## src/rtl/osd_raster_pkg.sv

```systemverilog
package osd_raster_pkg;

  typedef enum logic [1:0] {
    SZ_ONE  = 2'b00,
    SZ_TWO  = 2'b01,
    SZ_TRI  = 2'b10,
    SZ_ONEB = 2'b11
  } size_code_e;

  // Repeat count minus one for a size code.
  function automatic logic [1:0] rep_last(input logic [1:0] code);
    case (size_code_e'(code))
      SZ_TWO:  rep_last = 2'd1;
      SZ_TRI:  rep_last = 2'd2;
      default: rep_last = 2'd0;
    endcase
  endfunction

endpackage

```

## src/rtl/osd_vscan.sv

```systemverilog
module osd_vscan
  import osd_raster_pkg::*;
#(
  parameter int ROWS   = 12,
  parameter int CELL_H = 18,
  parameter int POS_W  = 6,
  parameter int ROW_W  = 4,
  parameter int LINE_W = 5
) (
  input  logic               clk,
  input  logic               rst,
  input  logic               hs,
  input  logic               vs,
  input  logic [POS_W-1:0]   vstart,
  input  logic [2*ROWS-1:0]  row_size,
  output logic               vact,
  output logic [ROW_W-1:0]   row,
  output logic [LINE_W-1:0]  gl,
  output logic [1:0]         cur_last
);

  logic [POS_W-1:0] lcnt;
  logic             vdone;
  logic [1:0]       lrep;
  logic [1:0]       size_arr [ROWS];

  for (genvar r = 0; r < ROWS; r++) begin : g_size
    assign size_arr[r] = row_size[2*r +: 2];
  end

  assign cur_last = rep_last(size_arr[row]);

  always_ff @(posedge clk) begin
    if (rst || vs) begin
      lcnt  <= '0;
      vact  <= 1'b0;
      vdone <= 1'b0;
      row   <= '0;
      gl    <= '0;
      lrep  <= '0;
    end else if (hs) begin
      if (!vact && !vdone) begin
        if (lcnt == vstart) vact <= 1'b1;
        else                lcnt <= lcnt + 1'b1;
      end else if (vact) begin
        if (lrep == cur_last) begin
          lrep <= '0;
          if (gl == LINE_W'(CELL_H - 1)) begin
            gl <= '0;
            if (row == ROW_W'(ROWS - 1)) begin
              vact  <= 1'b0;
              vdone <= 1'b1;
            end else begin
              row <= row + 1'b1;
            end
          end else begin
            gl <= gl + 1'b1;
          end
        end else begin
          lrep <= lrep + 1'b1;
        end
      end
    end
  end


  vsync_clear_chk: assert property (@(posedge clk) disable iff (rst)
    vs |=> (!vact && row == '0 && gl == '0));


  line_hold_chk: assert property (@(posedge clk) disable iff (rst)
    (!hs && !vs) |=> ($stable(row) && $stable(gl)));


  done_stays_chk: assert property (@(posedge clk) disable iff (rst)
    (vdone && !vs) |=> !vact);

endmodule

```

## src/rtl/osd_hscan.sv

```systemverilog
module osd_hscan #(
  parameter int COLS   = 24,
  parameter int CELL_W = 12,
  parameter int POS_W  = 6,
  parameter int COL_W  = 5,
  parameter int DOT_W  = 4
) (
  input  logic              clk,
  input  logic              rst,
  input  logic              hs,
  input  logic [POS_W-1:0]  hstart,
  input  logic [1:0]        cur_last,
  output logic              run,
  output logic [COL_W-1:0]  col,
  output logic [DOT_W-1:0]  dot
);

  logic [POS_W-1:0] lead_cnt;
  logic             hdone;
  logic [1:0]       drep;

  always_ff @(posedge clk) begin
    if (rst) begin
      lead_cnt <= '0;
      run      <= 1'b0;
      hdone    <= 1'b1;
      col      <= '0;
      dot      <= '0;
      drep     <= '0;
    end else if (hs) begin
      lead_cnt <= '0;
      run      <= (hstart == '0);
      hdone    <= 1'b0;
      col      <= '0;
      dot      <= '0;
      drep     <= '0;
    end else if (run) begin
      if (drep == cur_last) begin
        drep <= '0;
        if (dot == DOT_W'(CELL_W - 1)) begin
          dot <= '0;
          if (col == COL_W'(COLS - 1)) begin
            run   <= 1'b0;
            hdone <= 1'b1;
          end else begin
            col <= col + 1'b1;
          end
        end else begin
          dot <= dot + 1'b1;
        end
      end else begin
        drep <= drep + 1'b1;
      end
    end else if (!hdone) begin
      lead_cnt <= lead_cnt + 1'b1;
      if (lead_cnt + 1'b1 == hstart) run <= 1'b1;
    end
  end


  col_step_chk: assert property (@(posedge clk) disable iff (rst)
    (run && !hs) |=> (!run || col == $past(col) ||
                      (col == $past(col) + COL_W'(1) && dot == '0)));


  dot_hold_chk: assert property (@(posedge clk) disable iff (rst)
    (run && !hs && drep != cur_last) |=> (dot == $past(dot) && col == $past(col)));

endmodule

```

## src/rtl/osd_raster_addr.sv

```systemverilog
module osd_raster_addr #(
  parameter int ROWS   = 12,
  parameter int COLS   = 24,
  parameter int CELL_W = 12,
  parameter int CELL_H = 18,
  parameter int POS_W  = 6,
  localparam int ROW_W  = $clog2(ROWS),
  localparam int COL_W  = $clog2(COLS),
  localparam int LINE_W = $clog2(CELL_H),
  localparam int DOT_W  = $clog2(CELL_W)
) (
  input  logic              clk,
  input  logic              rst,
  input  logic              hsync_stb,
  input  logic              vsync_stb,
  input  logic [POS_W-1:0]  vstart,
  input  logic [POS_W-1:0]  hstart,
  input  logic [2*ROWS-1:0] row_size,
  output logic [ROW_W-1:0]  mem_row,
  output logic [COL_W-1:0]  mem_col,
  output logic [LINE_W-1:0] glyph_line,
  output logic [DOT_W-1:0]  glyph_dot,
  output logic              pix_valid,
  output logic              frame_win
);

  logic              vact, run;
  logic [ROW_W-1:0]  row;
  logic [LINE_W-1:0] gl;
  logic [COL_W-1:0]  col;
  logic [DOT_W-1:0]  dot;
  logic [1:0]        cur_last;
  logic              vis;

  osd_vscan #(
    .ROWS(ROWS), .CELL_H(CELL_H), .POS_W(POS_W), .ROW_W(ROW_W), .LINE_W(LINE_W)
  ) u_vscan (
    .clk(clk), .rst(rst), .hs(hsync_stb), .vs(vsync_stb), .vstart(vstart),
    .row_size(row_size), .vact(vact), .row(row), .gl(gl), .cur_last(cur_last)
  );

  osd_hscan #(
    .COLS(COLS), .CELL_W(CELL_W), .POS_W(POS_W), .COL_W(COL_W), .DOT_W(DOT_W)
  ) u_hscan (
    .clk(clk), .rst(rst), .hs(hsync_stb), .hstart(hstart), .cur_last(cur_last),
    .run(run), .col(col), .dot(dot)
  );

  assign vis = vact && run;

  always_ff @(posedge clk) begin
    if (rst) begin
      mem_row    <= '0;
      mem_col    <= '0;
      glyph_line <= '0;
      glyph_dot  <= '0;
      pix_valid  <= 1'b0;
      frame_win  <= 1'b0;
    end else begin
      pix_valid  <= vis;
      frame_win  <= vact;
      mem_row    <= vis ? row : '0;
      mem_col    <= vis ? col : '0;
      glyph_line <= vis ? gl  : '0;
      glyph_dot  <= vis ? dot : '0;
    end
  end


  reset_clear_chk: assert property (@(posedge clk)
    rst |=> (!pix_valid && !frame_win && mem_col == '0 && mem_row == '0));


  valid_window_chk: assert property (@(posedge clk) disable iff (rst)
    pix_valid |-> frame_win);

endmodule

```

## config.mk

```make
export PLATFORM = sky130hd
export DESIGN_NAME = osd_raster_addr
export DESIGN_NICKNAME = d
export VERILOG_FILES = /design/src/rtl/osd_raster_pkg.sv /design/src/rtl/osd_vscan.sv /design/src/rtl/osd_hscan.sv /design/src/rtl/osd_raster_addr.sv
export SDC_FILE = /design/constraint.sdc
export NUM_CORES = 1
export LEC_CHECK = 0
export BUFFER_PORTS_ARGS = -buffer_cell sky130_fd_sc_hd__buf_2
export CORE_ASPECT_RATIO = 1.4
export CORE_UTILIZATION = 57
export CTS_BUF_LIST = sky130_fd_sc_hd__clkbuf_8
export DETAILED_ROUTE_END_ITERATION = 16
export PLACE_DENSITY = 0.82
export SYNTH_ARGS = -nofsm -noshare
export SYNTH_HDL_FRONTEND = slang
export SYNTH_SLANG_ARGS = --single-unit
```

## constraint.sdc

```tcl
create_clock -name clk -period 3.1 [get_ports clk]
set_input_delay 0 -clock clk [delete_from_list [all_inputs] [get_ports clk]]
set_output_delay 0 -clock clk [all_outputs]
set_load 0.005 [all_outputs]
```

# Word-level counts from Yosys, hierarchy flattened
# Index checks and enable logic that the tools add are counted.
[op_classes]
add_sub_neg = 8
magnitude_cmp = 1
eq_ne = 11
n_mux = 26
bitwise = 8
n_reduce_logical = 22
[ops]
columns = ["cell", "count"]
rows = [
  ["$mux 1", 18],
  ["$add 6x1->6 const B", 2],
  ["$eq 6x6->1", 2],
  ["$reduce_and 4->1", 3],
  ["$reduce_and 6->1", 2],
  ["$add 5x1->5 const B", 2],
  ["$eq 5x5->1 const B", 2],
  ["$add 4x1->4 const B", 2],
  ["$bmux 2 s4", 1],
  ["$eq 4x4->1 const B", 2],
  ["$mux 2", 4],
  ["$reduce_bool 2->1", 4],
  ["$not 1->1", 7],
  ["$logic_not 6->1", 1],
  ["$reduce_and 2->1", 3],
  ["$reduce_and 3->1", 2],
  ["$ge 5x5->1 const B", 1],
  ["$mux 5", 1],
  ["$not 4->5", 1],
  ["$add 2x1->2 const B", 2],
  ["$eq 2x2->1", 2],
  ["$mux 4", 1],
  ["$pmux 2 s2", 1],
  ["$reduce_or 2->1", 2],
  ["6 further kinds", 8],
]
[totals]
regBits = 58
in_bits = 40
output_inout_bits = 20
elab_cells = 94

# Depth between registers and ports, before layout
[depth]
depth_word = 10
ltp_mapped = 8
ltp_nobuf = 7

# Modules after synthesis
# A second synthesis with hierarchy kept.
[hier_totals]
hier_cells = 306
area_unflattened_um2 = 2941.6
[modules_own_cells]
columns = ["module", "n_inst", "cells_each", "area_each_um2", "seq_area_each_um2"]
rows = [
  ["osd_vscan", 1, 140, 1243.7, 380.4],
  ["osd_hscan", 1, 121, 1063.5, 380.4],
  ["osd_raster_addr", 1, 45, 634.4, 400.4],
]

# Worst setup path before layout
# OpenSTA, ideal clock, no wires.
[synth_path]
kind = "register to register"
from = "register u_vscan.row[0]"
to = "register u_vscan.gl[3]"
setup_ns = 0.074
arrival_ns = 2.273
t_required_ns = 3.026
path_slack_ns = 0.753
stages_incl_launch_ff = 7
n_path_buf = 0
period_less_slack_ns = 2.347
path_cell_list = "dfxtp_1 mux4_1 nor2_1 o2111ai_1 a211o_1 a2111o_1 o21ai_0"
[synth_via]
elab_chain_cells = 8
elab_cells_between_ends = 9
classes_between = "eq/ne: 3; mux: 4; bitwise: 1; reduce/logical: 1"
[synth_rtl]
columns = ["element", "line_no", "text"]
rows = [
  ["from (decl)", "osd_vscan.sv:17", "output logic [ROW_W-1:0] row,"],
  ["from (signal assigned)", "osd_vscan.sv:54", "row <= row + 1'b1;"],
  ["$not 4->5 (implied by the code) (*)", "osd_vscan.sv:31", "assign cur_last = rep_last(size_arr[row]);"],
  ["$bmux 2 s4 (*)", "osd_vscan.sv:31", ""],
  ["$mux 2 (implied by the code) (*) (2 in a row)", "osd_vscan.sv:31", ""],
  ["$eq 2x2->1 or $eq 2x1->1 (tied branches)", "osd_raster_pkg.sv:12", "case (size_code_e'(code))"],
  ["$pmux 2 s2 (*)", "osd_raster_pkg.sv:12", ""],
  ["$eq 2x2->1 (*)", "osd_vscan.sv:46", "if (lrep == cur_last) begin"],
  ["$reduce_and 4->1 (no source line) (*)", "-", ""],
  ["to (signal assigned)", "osd_vscan.sv:57", "gl <= gl + 1'b1;"],
  ["to (decl)", "osd_vscan.sv:18", "output logic [LINE_W-1:0] gl,"],
]
# Every way passes the cells marked *; elsewhere a longest branch is shown, timed or not. The select of a mux whose other input is x is not followed.
# A chain may end at the register's enable or synchronous reset.

# Worst setup path in the final report
[layout_path]
from = "register u_vscan.row[0]"
to = "register u_vscan.gl[4]"
# The elaborated chain is that of the path after synthesis.

==> results.py <==
metrics = {
    "status": {
        "outcome": "completed",
    },
    "yosys": {
        "syn_inst": 361,
        "synth_edf_count": 0,
        "synth_flop_cell": "dfxtp_1",
        "syn-num-nets": 408,
        "avgSynthCellArea_um2": 8.72,
        "synth_area_um2": 3150,
        "ys_warn_count": 0,
        "ys_types": 57,
        "ys_seq_area_share_pct": 36.9,
        "synthArstFlopShare_pct": 0,
        "ys_ff_latch": 58,
    },
    "placement": {
        "port_buffers": 59,
        "place_ws_ps": 412,
        "dp_hpwl_um": 5580,
        "placed_area_um2": 3480,
        "place.gp.congestion": 0.909,
    },
    "worst_hold_path": {
        "hp-start": "rst",
        "hp-class": "in2reg",
    },
    "final_layout": {
        "fin_util_pct": 70.3,
        "finalInstanceArea_um2": 3680,
        "fillers": 441,
        "num_antenna_cells": 0,
        "area_growth_pct": 16.9,
        "layout-drive-gt1-share_pct": 20.6,
        "final_nets": 465,
    },
    "global_routing": {
        "grt_pass1_vias": 2743,
        "gr-usage-all-layers_pct": 27.5,
        "grt-ovfl-total": 0,
        "antenna_found_initial": 0,
        "grt_pass1_wl_um": 12300,
        "grt_max_degree": 20,
    },
    "power_and_ir_drop": {
        "peakVddDrop_v": 0.000394,
        "p_per_area_nw_per_um2": 419,
        "total_leakage_power_nw": 1.58,
    },
    "route": {
        "drt-total-wl_um": 7750,
        "dr.pass1.iters": 5,
        "drtAntennaViolNets": 0,
        "wl_per_cell_um": 15.8,
        "via_per_inst": 6.11,
        "drtIter0Drc": 150,
        "drc_errors": 0,
        "vias": 2988,
    },
    "worst_setup_path": {
        "arrival_ps": 3000,
        "crit_type": "reg2reg",
        "cp_max_fo": 7,
        "end_kind": "register",
        "crit_required_ps": 3340,
        "startpoint_type": "register",
        "crit_start": "u_vscan.row[0]$_SDFFE_PP0P_",
        "worstRegToRegCells": 6,
        "worst-r2r-setup-slack_ps": 340,
        "reg2reg_to": "u_vscan.gl[4]$_SDFFE_PP0P_",
        "crit_end": "u_vscan.gl[4]$_SDFFE_PP0P_",
        "rr_startpoint": "u_vscan.row[0]$_SDFFE_PP0P_",
    },
    "clock_tree": {
        "cts_tree": "yes",
        "numCtsBuffers": 9,
        "clkSinkCount": 58,
        "path_clk_slew_ps": 70,
        "cts_max_level": 3,
        "clock_path_buffers": 2,
        "clock_latency_ps": 340,
        "cts_setup_buffers": 0,
        "cts_root_buf": "clkbuf_8",
    },
    "sta": {
        "clock_skew_ps": 8.07,
        "slew_violations": 0,
        "final-hold-violation-count": 0,
        "min_period_over_period_pct": 89.0,
        "grt_setup_unrepaired": "no",
        "finalCriticalPeriod_ps": 2760,
        "layout_setup_ws_ps": 339,
        "setup_viol": 0,
        "fmax_mhz": 362,
        "slew_headroom_pct": 42.6,
        "worst_pin_slew_ps": 851,
        "setup_tns_ps": 0,
    },
    "flow_run": {
        "cap_violations": 0,
    },
    "floorplanning": {
        "die_y_um": 90.0,
        "start_util_pct": 60.1,
        "core_area_um2": 5240,
        "io_pins": 60,
        "row_count": 31,
        "die-area_um2": 5830,
        "die_x_um": 64.8,
    },
}
[timing repair]
action	CTS	global route
hold buffers	1	0
resized for setup	0	0
hold endpoints to repair	1	0
setup endpoints to repair	0	0
[critical path, cell delays in order (launching register included)]
cell,delay [ps]
dfxtp_1,490
mux4_1,630
nor2_1,400
o2111ai_1,330
a211oi_1,400
o21ai_0,140
a32o_1,260
[metal layers]
| metal | vias to the layer above | GRT usage (%) | part of all wire, % |
|---|---|---|---|
| met5 | - | 0 | 0 |
| li1 | 1447 | - | - |
| met1 | 1389 | 31.0 | 38 |
| met2 | 131 | 48.6 | 52 |
| met4 | 0 | 10.7 | 3.0 |
| met3 | 21 | 6.22 | 6.9 |
[worst min path at each step]
stage,endpoint,depth (start not counted),slack [ps]
3_5_place_dp,u_vscan.row[0]$_SDFFE_PP0P_,3,310
6_report,u_hscan.hdone$_SDFFE_PP1P_,2,50
5_1_grt,u_hscan.hdone$_SDFFE_PP1P_,2,70
3_3_place_gp,u_vscan.row[0]$_SDFFE_PP0P_,3,300
4_1_cts,u_hscan.hdone$_SDFFE_PP1P_,2,40
2_1_floorplan,u_vscan.row[0]$_SDFFE_PP0P_,2,180
[metrics by stage]
| stage | hold WS, ps | power, mW | std cells |
|---|---|---|---|
| after floorplan | 184 | 0.829 | 361 |
| after global placement | 296 | 0.867 | 472 |
| after detailed placement | 307 | 0.870 | 472 |
| after CTS | 41.1 | 1.55 | 489 |
| after global routing | 74.0 | 1.59 | 489 |
| final | 50.8 | 1.54 | 489 |
[synth_stat cells, types with 2 or more instances]
library cell	instances	area, µm²
a311oi_1	2	17.5
mux2i_1	11	110
and3_1	23	144
a32o_1	2	20.0
o22ai_1	3	18.8
nand3_1	11	55.1
nand2b_1	3	18.8
nand4_1	6	37.5
buf_1	2	7.51
nor3b_1	2	15.0
nor2b_1	3	18.8
o211a_1	5	50.1
nor2_1	29	109
o21ai_0	22	110
nor4_1	3	18.8
a211o_1	2	17.5
and2_1	4	25.0
nand2_1	37	139
dfxtp_1	58	1160
o31ai_1	4	30.0
nand4b_1	3	26.3
xor2_1	14	123
ha_1	7	87.6
a21oi_1	12	60.1
nor3_1	8	40.0
inv_1	8	30.0
o211ai_1	4	30.0
o2bb2ai_1	2	17.5
clkbuf_1	15	56.3
or3_1	6	37.5
or2_2	2	12.5
mux4_1	4	105
a221o_1	3	30.0
xnor2_1	10	87.6
buf_6	2	22.5
a211oi_1	8	60.1
[cell type report]
cell class                      count  area, µm²  share of cell area [%]
Timing Repair Buffer               65        343                    9.31
Clock inverter                      7       70.1                    1.90
Sequential cell                    58       1160                    31.5
Multi-Input combinational cell    276       1870                    50.8
Tap cell                           66       82.6                    2.24
Inverter                            8       30.0                   0.815
Clock buffer                        9        124                    3.36
[kinds of logic after synthesis]
| family | after synthesis | synth area share (%) |
|---|---|---|
| adders and majority gates | 7 | 2.78 |
| AOI/OAI and AO/OA | 83 | 19.1 |
| buffers and inverters | 27 | 3.69 |
| xor gates and xnor gates | 24 | 6.67 |
| and+or+nand+nor | 147 | 24.1 |
| muxes | 15 | 6.83 |
| DFF | 58 | 36.9 |
[power breakdown]
part	leakage, nW	internal, mW	total (mW)	switching [mW]
registers	0.468	0.748	0.751	0.00365
clock network	0.0990	0.369	0.687	0.319
logic	1.01	0.0458	0.104	0.0583
total	1.58	1.16	1.54	0.381
[sequential cells by signal (all words and copies together), names as in the netlist, 4 cells and up]
name / flops
mem_row: 4
u_hscan.lead_cnt: 6
u_vscan.row: 4
u_hscan.col: 5
glyph_line: 5
glyph_dot: 4
u_hscan.dot: 4
mem_col: 5
u_vscan.lcnt: 6
u_vscan.gl: 5
[cells in the final DEF (no fill, tap or decap), types with 3 or more instances in the layout]
| master | netlist | final |
|---|---|---|
| o22ai_1 | 3 | 3 |
| o31ai_1 | 4 | 4 |
| a221o_1 | 3 | 3 |
| o21ai_0 | 22 | 22 |
| nor2_1 | 29 | 29 |
| nand4b_1 | 3 | 3 |
| mux2i_1 | 11 | 11 |
| and2_1 | 4 | 4 |
| clkinv_2 | 0 | 3 |
| xnor2_1 | 10 | 10 |
| nand2b_1 | 3 | 3 |
| nand4_1 | 6 | 6 |
| nor2b_1 | 3 | 3 |
| nand2_1 | 37 | 37 |
| inv_1 | 8 | 8 |
| mux4_1 | 4 | 4 |
| o211a_1 | 5 | 5 |
| nor3_1 | 8 | 8 |
| ha_1 | 7 | 7 |
| o211ai_1 | 4 | 4 |
| clkbuf_8 | 0 | 9 |
| dfxtp_1 | 58 | 58 |
| and3_1 | 23 | 23 |
| nand3_1 | 11 | 11 |
| a211oi_1 | 8 | 8 |
| buf_4 | 0 | 5 |
| xor2_1 | 14 | 14 |
| or3_1 | 6 | 6 |
| a21oi_1 | 12 | 12 |
| buf_2 | 0 | 59 |
| nor4_1 | 3 | 3 |
No activity file was read; power rests on OpenSTA's default activity.
